## config.mk

```make
export PLATFORM = sky130hd
export DESIGN_NAME = tws_target
export DESIGN_NICKNAME = d
export VERILOG_FILES = /design/src/rtl/tws_pkg.sv /design/src/rtl/tws_sync.sv /design/src/rtl/tws_cond.sv /design/src/rtl/tws_engine.sv /design/src/rtl/tws_target.sv
export SDC_FILE = /design/constraint.sdc
export NUM_CORES = 1
export LEC_CHECK = 0
export BUFFER_PORTS_ARGS = -buffer_cell sky130_fd_sc_hd__buf_4
export CORE_MARGIN = 2
export CORE_UTILIZATION = 55
export DETAILED_ROUTE_END_ITERATION = 8
export GPL_ROUTABILITY_DRIVEN = 0
export PLACE_DENSITY = 0.79
export SLEW_MARGIN = 30
export SYNTH_ARGS = -nofsm -noshare
export SYNTH_HDL_FRONTEND = slang
export SYNTH_SLANG_ARGS = --single-unit
export TNS_END_PERCENT = 10
```

## constraint.sdc

```tcl
create_clock -name clk -period 1.25 [get_ports clk]
set_input_delay 0.0625 -clock clk [delete_from_list [all_inputs] [get_ports clk]]
set_output_delay 0.0625 -clock clk [all_outputs]
set_load 0.01 [all_outputs]
```

## src/rtl/tws_pkg.sv

```systemverilog
package tws_pkg;

  // Bit-engine phases
  typedef enum logic [2:0] {
    ST_IDLE     = 3'd0,  // ignoring the bus until an opening condition
    ST_ADDR     = 3'd1,  // shifting in the address word
    ST_RECV     = 3'd2,  // shifting in a write data word
    ST_ACK_WAIT = 3'd3,  // word accepted, waiting for clock low to pull
    ST_ACK_HOLD = 3'd4,  // holding acknowledge through the ninth clock
    ST_SEND     = 3'd5,  // shifting out a read data word
    ST_SEND_REL = 3'd6,  // last bit sent, release after the clock falls
    ST_HOST_ACK = 3'd7   // sampling the controller response
  } tws_state_e;

endpackage

```

## src/rtl/tws_sync.sv

```systemverilog
module tws_sync #(
  parameter int STAGES = 2,
  parameter int LINES  = 2
) (
  input  logic             clk,
  input  logic             rst_n,
  input  logic [LINES-1:0] raw_i,
  output logic [LINES-1:0] sync_o
);

  // One flop chain per bus line; idle bus level is high
  for (genvar g = 0; g < LINES; g++) begin : g_line
    logic [STAGES-1:0] pipe_q;
    logic [STAGES-1:0] pipe_d;

    always_comb begin
      pipe_d = {pipe_q[STAGES-2:0], raw_i[g]};
    end

    always_ff @(posedge clk or negedge rst_n) begin
      if (!rst_n) pipe_q <= '1;
      else        pipe_q <= pipe_d;
    end

    assign sync_o[g] = pipe_q[STAGES-1];
  end

endmodule

```

## src/rtl/tws_cond.sv

```systemverilog
module tws_cond (
  input  logic clk,
  input  logic rst_n,
  input  logic scl_s,
  input  logic sda_s,
  output logic scl_rise,
  output logic scl_fall,
  output logic start_ev,
  output logic stop_ev
);

  logic scl_q, sda_q;

  always_ff @(posedge clk or negedge rst_n) begin
    if (!rst_n) begin
      scl_q <= 1'b1;
      sda_q <= 1'b1;
    end else begin
      scl_q <= scl_s;
      sda_q <= sda_s;
    end
  end

  always_comb begin
    scl_rise = scl_s & ~scl_q;
    scl_fall = ~scl_s & scl_q;
    // data edges only count as conditions with the clock high in both samples
    start_ev = scl_s & scl_q & sda_q & ~sda_s;
    stop_ev  = scl_s & scl_q & ~sda_q & sda_s;
  end

endmodule

```

## src/rtl/tws_engine.sv

```systemverilog
module tws_engine
  import tws_pkg::*;
#(
  parameter int                          WORD_W     = 8,
  parameter int                          STRAP_W    = 3,
  parameter logic [WORD_W-STRAP_W-2:0]   DEV_PREFIX = 4'b1010
) (
  input  logic               clk,
  input  logic               rst_n,
  input  logic               scl_rise,
  input  logic               scl_fall,
  input  logic               start_ev,
  input  logic               stop_ev,
  input  logic               sda_s,
  input  logic [STRAP_W-1:0] strap_i,
  input  logic               busy_i,
  input  logic [WORD_W-1:0]  tx_byte_i,
  output logic               sda_pull_o,
  output logic               addr_hit_o,
  output logic               rd_mode_o,
  output logic               rx_valid_o,
  output logic [WORD_W-1:0]  rx_byte_o,
  output logic               tx_taken_o,
  output logic               host_ack_valid_o,
  output logic               host_ack_o
);

  localparam int                CNT_W   = $clog2(WORD_W);
  localparam logic [CNT_W-1:0]  LAST    = CNT_W'(WORD_W - 1);

  tws_state_e         state_q, state_d;
  logic [CNT_W-1:0]   cnt_q, cnt_d;
  logic [WORD_W-1:0]  sh_q, sh_d;
  logic [WORD_W-1:0]  rxb_q, rxb_d;
  logic               rd_q, rd_d;
  logic               pull_q, pull_d;
  logic               hit_q, hit_d;
  logic               rxv_q, rxv_d;
  logic               take_q, take_d;
  logic               hv_q, hv_d;
  logic               ha_q, ha_d;

  logic [WORD_W-1:0]  word_c;
  logic               match_c;

  always_comb begin
    word_c  = {sh_q[WORD_W-2:0], sda_s};
    match_c = (word_c[WORD_W-1:1] == {DEV_PREFIX, strap_i});
  end

  always_comb begin
    state_d = state_q;
    cnt_d   = cnt_q;
    sh_d    = sh_q;
    rxb_d   = rxb_q;
    rd_d    = rd_q;
    pull_d  = pull_q;
    hit_d   = 1'b0;
    rxv_d   = 1'b0;
    take_d  = 1'b0;
    hv_d    = 1'b0;
    ha_d    = ha_q;

    if (stop_ev) begin
      state_d = ST_IDLE;
      pull_d  = 1'b0;
    end else if (start_ev) begin
      state_d = ST_ADDR;
      cnt_d   = '0;
      pull_d  = 1'b0;
    end else begin
      unique case (state_q)
        ST_ADDR: if (scl_rise) begin
          sh_d = word_c;
          if (cnt_q == LAST) begin
            cnt_d = '0;
            if (match_c && !busy_i) begin
              hit_d   = 1'b1;
              rd_d    = word_c[0];
              state_d = ST_ACK_WAIT;
            end else begin
              state_d = ST_IDLE;
            end
          end else begin
            cnt_d = cnt_q + 1'b1;
          end
        end
        ST_RECV: if (scl_rise) begin
          sh_d = word_c;
          if (cnt_q == LAST) begin
            cnt_d   = '0;
            rxv_d   = 1'b1;
            rxb_d   = word_c;
            state_d = ST_ACK_WAIT;
          end else begin
            cnt_d = cnt_q + 1'b1;
          end
        end
        ST_ACK_WAIT: if (scl_fall) begin
          pull_d  = 1'b1;
          state_d = ST_ACK_HOLD;
        end
        ST_ACK_HOLD: if (scl_fall) begin
          cnt_d = '0;
          if (rd_q) begin
            sh_d    = tx_byte_i;
            pull_d  = ~tx_byte_i[WORD_W-1];
            take_d  = 1'b1;
            state_d = ST_SEND;
          end else begin
            pull_d  = 1'b0;
            state_d = ST_RECV;
          end
        end
        ST_SEND: begin
          if (scl_rise) begin
            if (cnt_q == LAST) begin
              cnt_d   = '0;
              state_d = ST_SEND_REL;
            end else begin
              cnt_d = cnt_q + 1'b1;
            end
          end else if (scl_fall) begin
            sh_d   = {sh_q[WORD_W-2:0], 1'b0};
            pull_d = ~sh_q[WORD_W-2];
          end
        end
        ST_SEND_REL: if (scl_fall) begin
          pull_d  = 1'b0;
          state_d = ST_HOST_ACK;
        end
        ST_HOST_ACK: if (scl_rise) begin
          hv_d    = 1'b1;
          ha_d    = ~sda_s;
          state_d = sda_s ? ST_IDLE : ST_ACK_HOLD;
        end
        default: ;
      endcase
    end
  end

  always_ff @(posedge clk or negedge rst_n) begin
    if (!rst_n) begin
      state_q <= ST_IDLE;
      cnt_q   <= '0;
      sh_q    <= '0;
      rxb_q   <= '0;
      rd_q    <= 1'b0;
      pull_q  <= 1'b0;
      hit_q   <= 1'b0;
      rxv_q   <= 1'b0;
      take_q  <= 1'b0;
      hv_q    <= 1'b0;
      ha_q    <= 1'b0;
    end else begin
      state_q <= state_d;
      cnt_q   <= cnt_d;
      sh_q    <= sh_d;
      rxb_q   <= rxb_d;
      rd_q    <= rd_d;
      pull_q  <= pull_d;
      hit_q   <= hit_d;
      rxv_q   <= rxv_d;
      take_q  <= take_d;
      hv_q    <= hv_d;
      ha_q    <= ha_d;
    end
  end

  assign sda_pull_o       = pull_q;
  assign addr_hit_o       = hit_q;
  assign rd_mode_o        = rd_q;
  assign rx_valid_o       = rxv_q;
  assign rx_byte_o        = rxb_q;
  assign tx_taken_o       = take_q;
  assign host_ack_valid_o = hv_q;
  assign host_ack_o       = ha_q;


  busy_blocks_hit_chk: assert property (@(posedge clk) disable iff (!rst_n)
    addr_hit_o |-> !$past(busy_i));


  stop_releases_chk: assert property (@(posedge clk) disable iff (!rst_n)
    stop_ev |=> (!sda_pull_o && state_q == ST_IDLE));


  start_discards_chk: assert property (@(posedge clk) disable iff (!rst_n)
    (start_ev && !stop_ev) |=> (!sda_pull_o && !rx_valid_o && state_q == ST_ADDR));


  host_ack_line_free_chk: assert property (@(posedge clk) disable iff (!rst_n)
    host_ack_valid_o |-> !sda_pull_o);


  taken_only_in_read_chk: assert property (@(posedge clk) disable iff (!rst_n)
    tx_taken_o |-> rd_mode_o);

endmodule

```

## src/rtl/tws_target.sv

```systemverilog
module tws_target #(
  parameter int                         WORD_W      = 8,
  parameter int                         STRAP_W     = 3,
  parameter int                         SYNC_STAGES = 2,
  parameter logic [WORD_W-STRAP_W-2:0]  DEV_PREFIX  = 4'b1010
) (
  input  logic               clk,
  input  logic               rst_n,
  input  logic               scl_i,
  input  logic               sda_i,
  input  logic [STRAP_W-1:0] strap_i,
  input  logic               busy_i,
  input  logic [WORD_W-1:0]  tx_byte_i,
  output logic               sda_pull_o,
  output logic               start_o,
  output logic               stop_o,
  output logic               addr_hit_o,
  output logic               rd_mode_o,
  output logic               rx_valid_o,
  output logic [WORD_W-1:0]  rx_byte_o,
  output logic               tx_taken_o,
  output logic               host_ack_valid_o,
  output logic               host_ack_o
);

  localparam int LINES = 2;

  // reset: asserted asynchronously, released after two clock edges
  logic [1:0] rst_pipe_q;
  logic       rst_int_n;

  always_ff @(posedge clk or negedge rst_n) begin
    if (!rst_n) rst_pipe_q <= '0;
    else        rst_pipe_q <= {rst_pipe_q[0], 1'b1};
  end
  assign rst_int_n = rst_pipe_q[1];

  logic [LINES-1:0] lines_s;
  logic scl_s, sda_s;
  logic scl_rise, scl_fall, start_ev, stop_ev;

  tws_sync #(.STAGES(SYNC_STAGES), .LINES(LINES)) u_sync (
    .clk    (clk),
    .rst_n  (rst_int_n),
    .raw_i  ({sda_i, scl_i}),
    .sync_o (lines_s)
  );
  assign scl_s = lines_s[0];
  assign sda_s = lines_s[1];

  tws_cond u_cond (
    .clk      (clk),
    .rst_n    (rst_int_n),
    .scl_s    (scl_s),
    .sda_s    (sda_s),
    .scl_rise (scl_rise),
    .scl_fall (scl_fall),
    .start_ev (start_ev),
    .stop_ev  (stop_ev)
  );

  tws_engine #(.WORD_W(WORD_W), .STRAP_W(STRAP_W), .DEV_PREFIX(DEV_PREFIX)) u_engine (
    .clk              (clk),
    .rst_n            (rst_int_n),
    .scl_rise         (scl_rise),
    .scl_fall         (scl_fall),
    .start_ev         (start_ev),
    .stop_ev          (stop_ev),
    .sda_s            (sda_s),
    .strap_i          (strap_i),
    .busy_i           (busy_i),
    .tx_byte_i        (tx_byte_i),
    .sda_pull_o       (sda_pull_o),
    .addr_hit_o       (addr_hit_o),
    .rd_mode_o        (rd_mode_o),
    .rx_valid_o       (rx_valid_o),
    .rx_byte_o        (rx_byte_o),
    .tx_taken_o       (tx_taken_o),
    .host_ack_valid_o (host_ack_valid_o),
    .host_ack_o       (host_ack_o)
  );

  logic start_q, stop_q;
  always_ff @(posedge clk or negedge rst_int_n) begin
    if (!rst_int_n) begin
      start_q <= 1'b0;
      stop_q  <= 1'b0;
    end else begin
      start_q <= start_ev;
      stop_q  <= stop_ev;
    end
  end
  assign start_o = start_q;
  assign stop_o  = stop_q;


  pull_rise_clk_low_chk: assert property (@(posedge clk) disable iff (!rst_int_n)
    $rose(sda_pull_o) |-> !$past(scl_s));


  pull_fall_clk_low_chk: assert property (@(posedge clk) disable iff (!rst_int_n)
    $fell(sda_pull_o) |-> (!$past(scl_s) || $past(start_ev) || $past(stop_ev)));


  events_exclusive_chk: assert property (@(posedge clk) disable iff (!rst_int_n)
    $onehot0({start_o, stop_o, addr_hit_o, rx_valid_o, host_ack_valid_o}));

endmodule

```

**After elaboration in Yosys (flattened, before gate mapping)**

Index checks and enable logic that the tools add are counted.

- Logic and storage cells: 133
- Input bits: 16
- Bits in registers: 38
- Output and inout port bits: 17

- Bitwise operators: 15
- Add/sub/neg operators: 1
- Reductions and logical operators: 15
- Muxes and demuxes: 56
- Equality and inequality tests: 28

Operators by type and width:

| kind | number |
|---|---|
| 3-bit two-way mux | 18 |
| 4-bit != test, second input constant | 9 |
| 7-bit two-way mux | 5 |
| 1-bit two-way mux | 28 |
| 3-bit case mux with 7 select lines | 1 |
| 7-bit case mux with 3 select lines | 1 |
| 3-bit == test, second input constant | 5 |
| 4-bit by 3-bit != test with 1-bit output, second input constant | 3 |
| 6-bit AND reduction | 2 |
| 11-bit AND reduction | 1 |
| 9-bit nonzero test | 1 |
| 1-bit NOT | 8 |
| 4-bit AND reduction | 2 |
| 8-bit AND reduction | 1 |
| 1-bit AND | 7 |
| 7-bit == test | 1 |
| 3-bit by 2-bit == test with 1-bit output, second input constant | 2 |
| 2-bit != test, second input constant | 3 |
| 3-bit case mux with 2 select lines | 1 |
| 3-bit nonzero test | 2 |
| 6-bit nonzero test | 1 |
| 5-bit AND reduction | 1 |
| 2-bit by 1-bit != test with 1-bit output, second input constant | 2 |
| 1-bit case mux with 4 select lines | 1 |
| 9 further kinds | 9 |

**Logic depth before layout (Yosys ltp)**

- Word-level depth: 8
- Mapped depth: 7
- Depth with buffers taken out: 6

**Modules after synthesis**

Synthesis repeated with hierarchy kept, for this count alone.

- Cells, all modules: 163
- Area total of the unflattened synthesis: 1876.8 µm²

By module, submodules not included:

| module | cells an instance | area an instance (µm²) | sequential area each (µm²) | instances |
|---|---|---|---|---|
| tws_engine | 146 | 1567.8 | 700.7 | 1 |
| tws_sync | 6 | 120.1 | 105.1 | 1 |
| tws_target | 5 | 103.8 | 100.1 | 1 |
| tws_cond | 6 | 85.1 | 52.6 | 1 |

**Worst setup path after synthesis**

Ideal clock, no wire load.

- Path kind: register -> register
- Start: reg u_cond.scl_q
- End: reg u_engine.cnt_q[0]
- Slack: -572 ps
- Data required time: 1122 ps
- Arrival: 1694 ps
- Library setup time: 128 ps
- Buffers on the path: 2
- Stages on the path, launching flop included: 7
- Clock period less this slack: 1822 ps
- Path through: dfstp_2 -> buf_2 -> nor2b_1 -> buf_6 -> a22o_1 -> a221oi_4 -> mux2_1

- Word-level cells in the longest chain between the ends: 5
- Elaborated cells on any way between the ends: 14
- Classes of those cells: eq/ne: 2; mux: 1; bitwise: 9; reduce/logical: 2

Ends and longest elaborated chain:

| what | line | RTL |
|---|---|---|
| start: declaration | tws_cond.sv:12 | `logic scl_q, sda_q;` |
| start signal: assignment | tws_cond.sv:19 | `scl_q <= scl_s;` |
| 1-bit AND | tws_cond.sv:28, tws_cond.sv:29 |  |
| 1-bit AND (on tied branches) (2 in series) | tws_cond.sv:28, tws_cond.sv:29 |  |
| 3-bit != test (no source line), or another cell as far along | n/a |  |
| 4-bit AND reduction (no source line) | n/a |  |
| end signal: assignment | tws_engine.sv:157 | `cnt_q <= cnt_d;` |
| end: declaration | tws_engine.sv:32 | `logic [CNT_W-1:0] cnt_q, cnt_d;` |

Parallel ways exist; a longest one is shown, timed or not.
A chain may end at the register's enable or synchronous reset.

**Final worst setup path**

- Start: reg u_cond.scl_q
- End: reg u_engine.state_q[2]

- Word-level cells in the longest chain between the ends: 5
- Elaborated cells on any way between the ends: 22
- Classes of those cells: eq/ne: 10; mux: 2; bitwise: 8; reduce/logical: 2

Ends and longest elaborated chain:

| what | line | RTL |
|---|---|---|
| 1-bit AND | tws_cond.sv:28, tws_cond.sv:29 |  |
| 1-bit AND (on tied branches) (2 in series) | tws_cond.sv:28, tws_cond.sv:29 |  |
| 9-bit nonzero test (no source line), or another cell as far along | n/a |  |
| 11-bit AND reduction (no source line) or 3-bit two-way mux (tied branches) | n/a |  |
| end signal: assignment | tws_engine.sv:156 | `state_q <= state_d;` |
| end: declaration | tws_engine.sv:31 | `tws_state_e state_q, state_d;` |

Parallel ways exist; a longest one is shown, timed or not.

==> metrics.md <==
| Metric | Value |
|---|---|
| Outcome | complete, but fails checks |
| Violated checks | negative setup slack |
| Vias per Instance | 5.72 |
| Final WS setup | -532 ps |
| Synth Flop Type | dfrtp_1 |
| Seq/Total Area, Yosys | 51.2% |
| Syn_area_per_cell | 12.1 um^2 |
| Flop-to-flop setup slack | -530 ps |
| CTS tree | done |
| Nets@finish | 259 |
| Clock-pin slew on the worst setup and hold paths | 110 ps |
| Crit path kind | register to register |
| Final Max Slew Viols | 0 |
| Aggregate global routing overflow | 0 |
| Area after DPL | 2480 um^2 |
| Pin count of the biggest net entering global routing | 21 |
| Routed WL | 5270 um |
| Row count | 21 |
| Post-detailed-route count of antenna-violating nets | 0 |
| Mapped cell area | 1870 um^2 |
| Fin cells | 288 |
| Post-Synth XOR/XNOR Area | 1.87% |
| Synth Area in Compound Gates | 10.2% |
| GRT met2 Usage | 47.1% |
| Worst setup path end | u_engine.state_q[2] |
| Core box area | 3310 um^2 |
| Worst skew pair latency | 350 ps |
| Synth Area in Simple Gates | 15.6% |
| Share of layout cells above drive strength 1 | 58.7% |
| Most common library cell in the layout ignoring fill and taps | buf_4 |
| Min Tclk post-route | 1780 ps |
| Distinct cell type count after synthesis | 50 |
| CP Launch Type | register |
| FFs w/ async S/R, synth | 100% |
| Ranking of synthesized cells by area | dfrtp_1 43%, dfstp_2 8.4%, mux2_2 8.4%, mux2_1 5.4%, a21oi_1 1.9% |
| Die H | 62.3 um |
| # clock sinks | 38 |
| Initial Util | 56.5% |
| Final Cell Area | 2790 um^2 |
| Worst R2R End | u_engine.state_q[2] |
| CTS H-tree lvls | 2 |
| CP Capture Type | register |
| Antenna Cells | 0 |
| RSZ-0062 raised after global routing | yes |
| Via count | 1646 |
| PortBufs | 32 |
| Max-cap check violation count | 0 |
| Instance count on the critical path | 5 |
| Global-route met1 utilization | 34.6% |
| First-pass DRT Iterations | 4 |
| Delay-heaviest family, CP | flip-flops |
| Initial antenna violation count | 0 |
| Power per Cell Area | 1310 nW/um^2 |
| Die Span X | 62.3 um |
| IO Pins | 33 |
| WL per Instance | 18.3 um |
| Overall Global Routing Usage | 27.5% |
| Fmax achieved | 561 MHz |
| Slowest CP cell | dfstp_2 |
| Layout Skew | 5.13 ps |
| Lkg Pwr | 1.35 nW |
| Root Driver | clkbuf_4 |
| Fin crit share | 143% |
| CP peak stage delay | 680 ps |
| Yosys warns | 0 |
| Vias in the first global route | 1651 |
| CP Max Fanout | 7 |
| Peak VDD IR | 1.33 mV |
| Syn nets | 173 |
| Number of fill cells | 167 |
| R2R depth | 5 |
| Longest Clk Path Bufs | 2 |
| Most frequent cells in the layout | 78 x buf_4, 30 x dfrtp_1, 13 x mux2_2, 9 x mux2_4 |
| Mux cell area share after synthesis | 15.4% |
| Synth Area in Adders | 1.34% |
| Worst slack, placed | -574 ps |
| Gr busiest metal | met2 |
| Critical path, cell by cell | buf_4 > nand3b_1 > a211o_1 > a32oi_1 > nor2_1 |
| Sum of buffers and inverters on the critical path | 1 |
| Final Hold Vio Count | 0 |
| Biggest area consumer among synthesized cells | dfrtp_1 |
| M3 GR Usage | 5.80% |
| Yosys top cell area share | 42.8% |
| Post-synth EDFFs | 0 |
| FF-to-FF Start | u_cond.scl_q |
| First-pass GRT wire length | 8270 um |
| Layout area overhead | 49.3% |
| Hold Crit Class | primary input to register |
| Arrival time at the worst endpoint | 2020 ps |
| Drt drc | 0 |
| First DRT Iteration DRCs | 80 |
| Dpl hpwl | 3360 um |
| Worst setup path startpoint | u_cond.scl_q |
| TritonCTS buffer count | 5 |
| Cells after Synth | 155 |
| Seq cells post-synth | 38 |
| Setup violators final | 29 |
| Die ar. | 3890 um^2 |
| Inst Count DP | 268 |
| CP required | 1490 ps |
| Largest family of logic cells by synthesized area | simple AND/OR/NAND/NOR gates |
[synth_stat cells (2+ instances only)]
cell type and count:
a21oi_1 7, a32oi_1 2, and3b_1 2, buf_2 2
buf_4 2, clkbuf_1 2, dfrtp_1 32, dfstp_2 6
ha_1 2, inv_1 6, inv_2 2, mux2_1 9
mux2_2 14, mux2i_1 3, nand2_1 5, nand2b_1 2
nand3_1 4, nand4_1 3, nand4b_1 2, nor2_1 3
nor2b_1 5, nor3_2 2, nor3b_1 2, nor4b_1 2
o21ai_0 7, xnor2_1 3
[per-layer routing]
layer,up-vias,routed length [um],part of all wire (%)
li1,736,-,-
met3,11,269,5.1
met2,60,2800,53
met5,-,0,0
met4,0,104,2.0
met1,839,2100,40
[worst reg2reg max path: stages, from the launching register on]
cell,delay (ps)
dfstp_2,680
buf_4,170
nand3b_1,100
a211o_1,350
a32oi_1,270
nor2_1,100
[where the power goes]
group | switching [mW] | internal, mW
registers | 0.171 | 1.43
logic | 0.540 | 0.861
clock network | 0.396 | 0.272
total | 1.11 | 2.56
[stage by stage]
| step | setup TNS [ps] | total power, mW | utilization [%] | hold WS [ps] |
|---|---|---|---|---|
| after floorplan | -9050 | 2.19 | - | -233 |
| after global placement | -10820 | 2.62 | 75.1 | -155 |
| after detailed placement | -12050 | 2.70 | 75.1 | -151 |
| after CTS | -10860 | 3.47 | 82.0 | 42.3 |
| after global routing | -12870 | 3.86 | 84.4 | 62.9 |
| final | -11080 | 3.67 | 84.4 | 66.5 |
[cells by family (layout without fill, tap and decap cells)]
family,count (synthesis),after routing
and+or+nand+nor,42,42
DFF,38,38
AOI/OAI and AO/OA,26,26
muxes,26,26
buffers and inverters,16,103
xor gates and xnor gates,4,4
adders and majority gates,2,2
other,1,1
[worst min-delay path by stage]
stage / cells after the start / end / startpoint
2_1_floorplan: 0 / rst_pipe_q[0] / rst_n
3_3_place_gp: 1 / rst_pipe_q[1] / rst_n
3_5_place_dp: 1 / rst_pipe_q[0] / rst_n
4_1_cts: 3 / u_engine.sh_q[1] / tx_byte_i[1]
5_1_grt: 3 / u_engine.sh_q[3] / tx_byte_i[3]
6_report: 3 / u_engine.sh_q[1] / tx_byte_i[1]
[area by class of cell]
| class | instances | area, um^2 | share of cell area [%] |
|---|---|---|---|
| multi-input combinational | 101 | 977 | 35.0 |
| sequential | 38 | 961 | 34.4 |
| timing repair buffer | 87 | 708 | 25.3 |
| tap | 46 | 57.6 | 2.06 |
| clock buffer | 7 | 55.1 | 1.97 |
| inverter | 8 | 30.0 | 1.07 |
| clock inverter | 1 | 5.00 | 0.179 |
[what timing repair did]
action / 4_1_cts / 5_1_grt
hold endpoints to repair: 4 / 0
endpoints found under the setup margin: 27 / 30
gates resized for setup: 13 / 18
pin swaps: 7 / 6
hold buffers: 4 / 0
buffers inserted: 7 / 1
[sequential cells by signal, indices dropped and copies added, names as in the netlist]
register	count
u_engine.sh_q	7
stop_o	1
u_cond.sda_q	1
u_engine.rx_byte_o	8
u_engine.tx_taken_o	1
u_engine.state_q	3
u_engine.rd_mode_o	1
rst_pipe_q	2
u_engine.sda_pull_o	1
u_engine.host_ack_valid_o	1
u_engine.addr_hit_o	1
u_cond.scl_q	1
u_engine.cnt_q	3
u_engine.rx_valid_o	1
start_o	1
u_sync.g_line.pipe_q	4
u_engine.host_ack_o	1
Power figures use the tool's default switching activity.
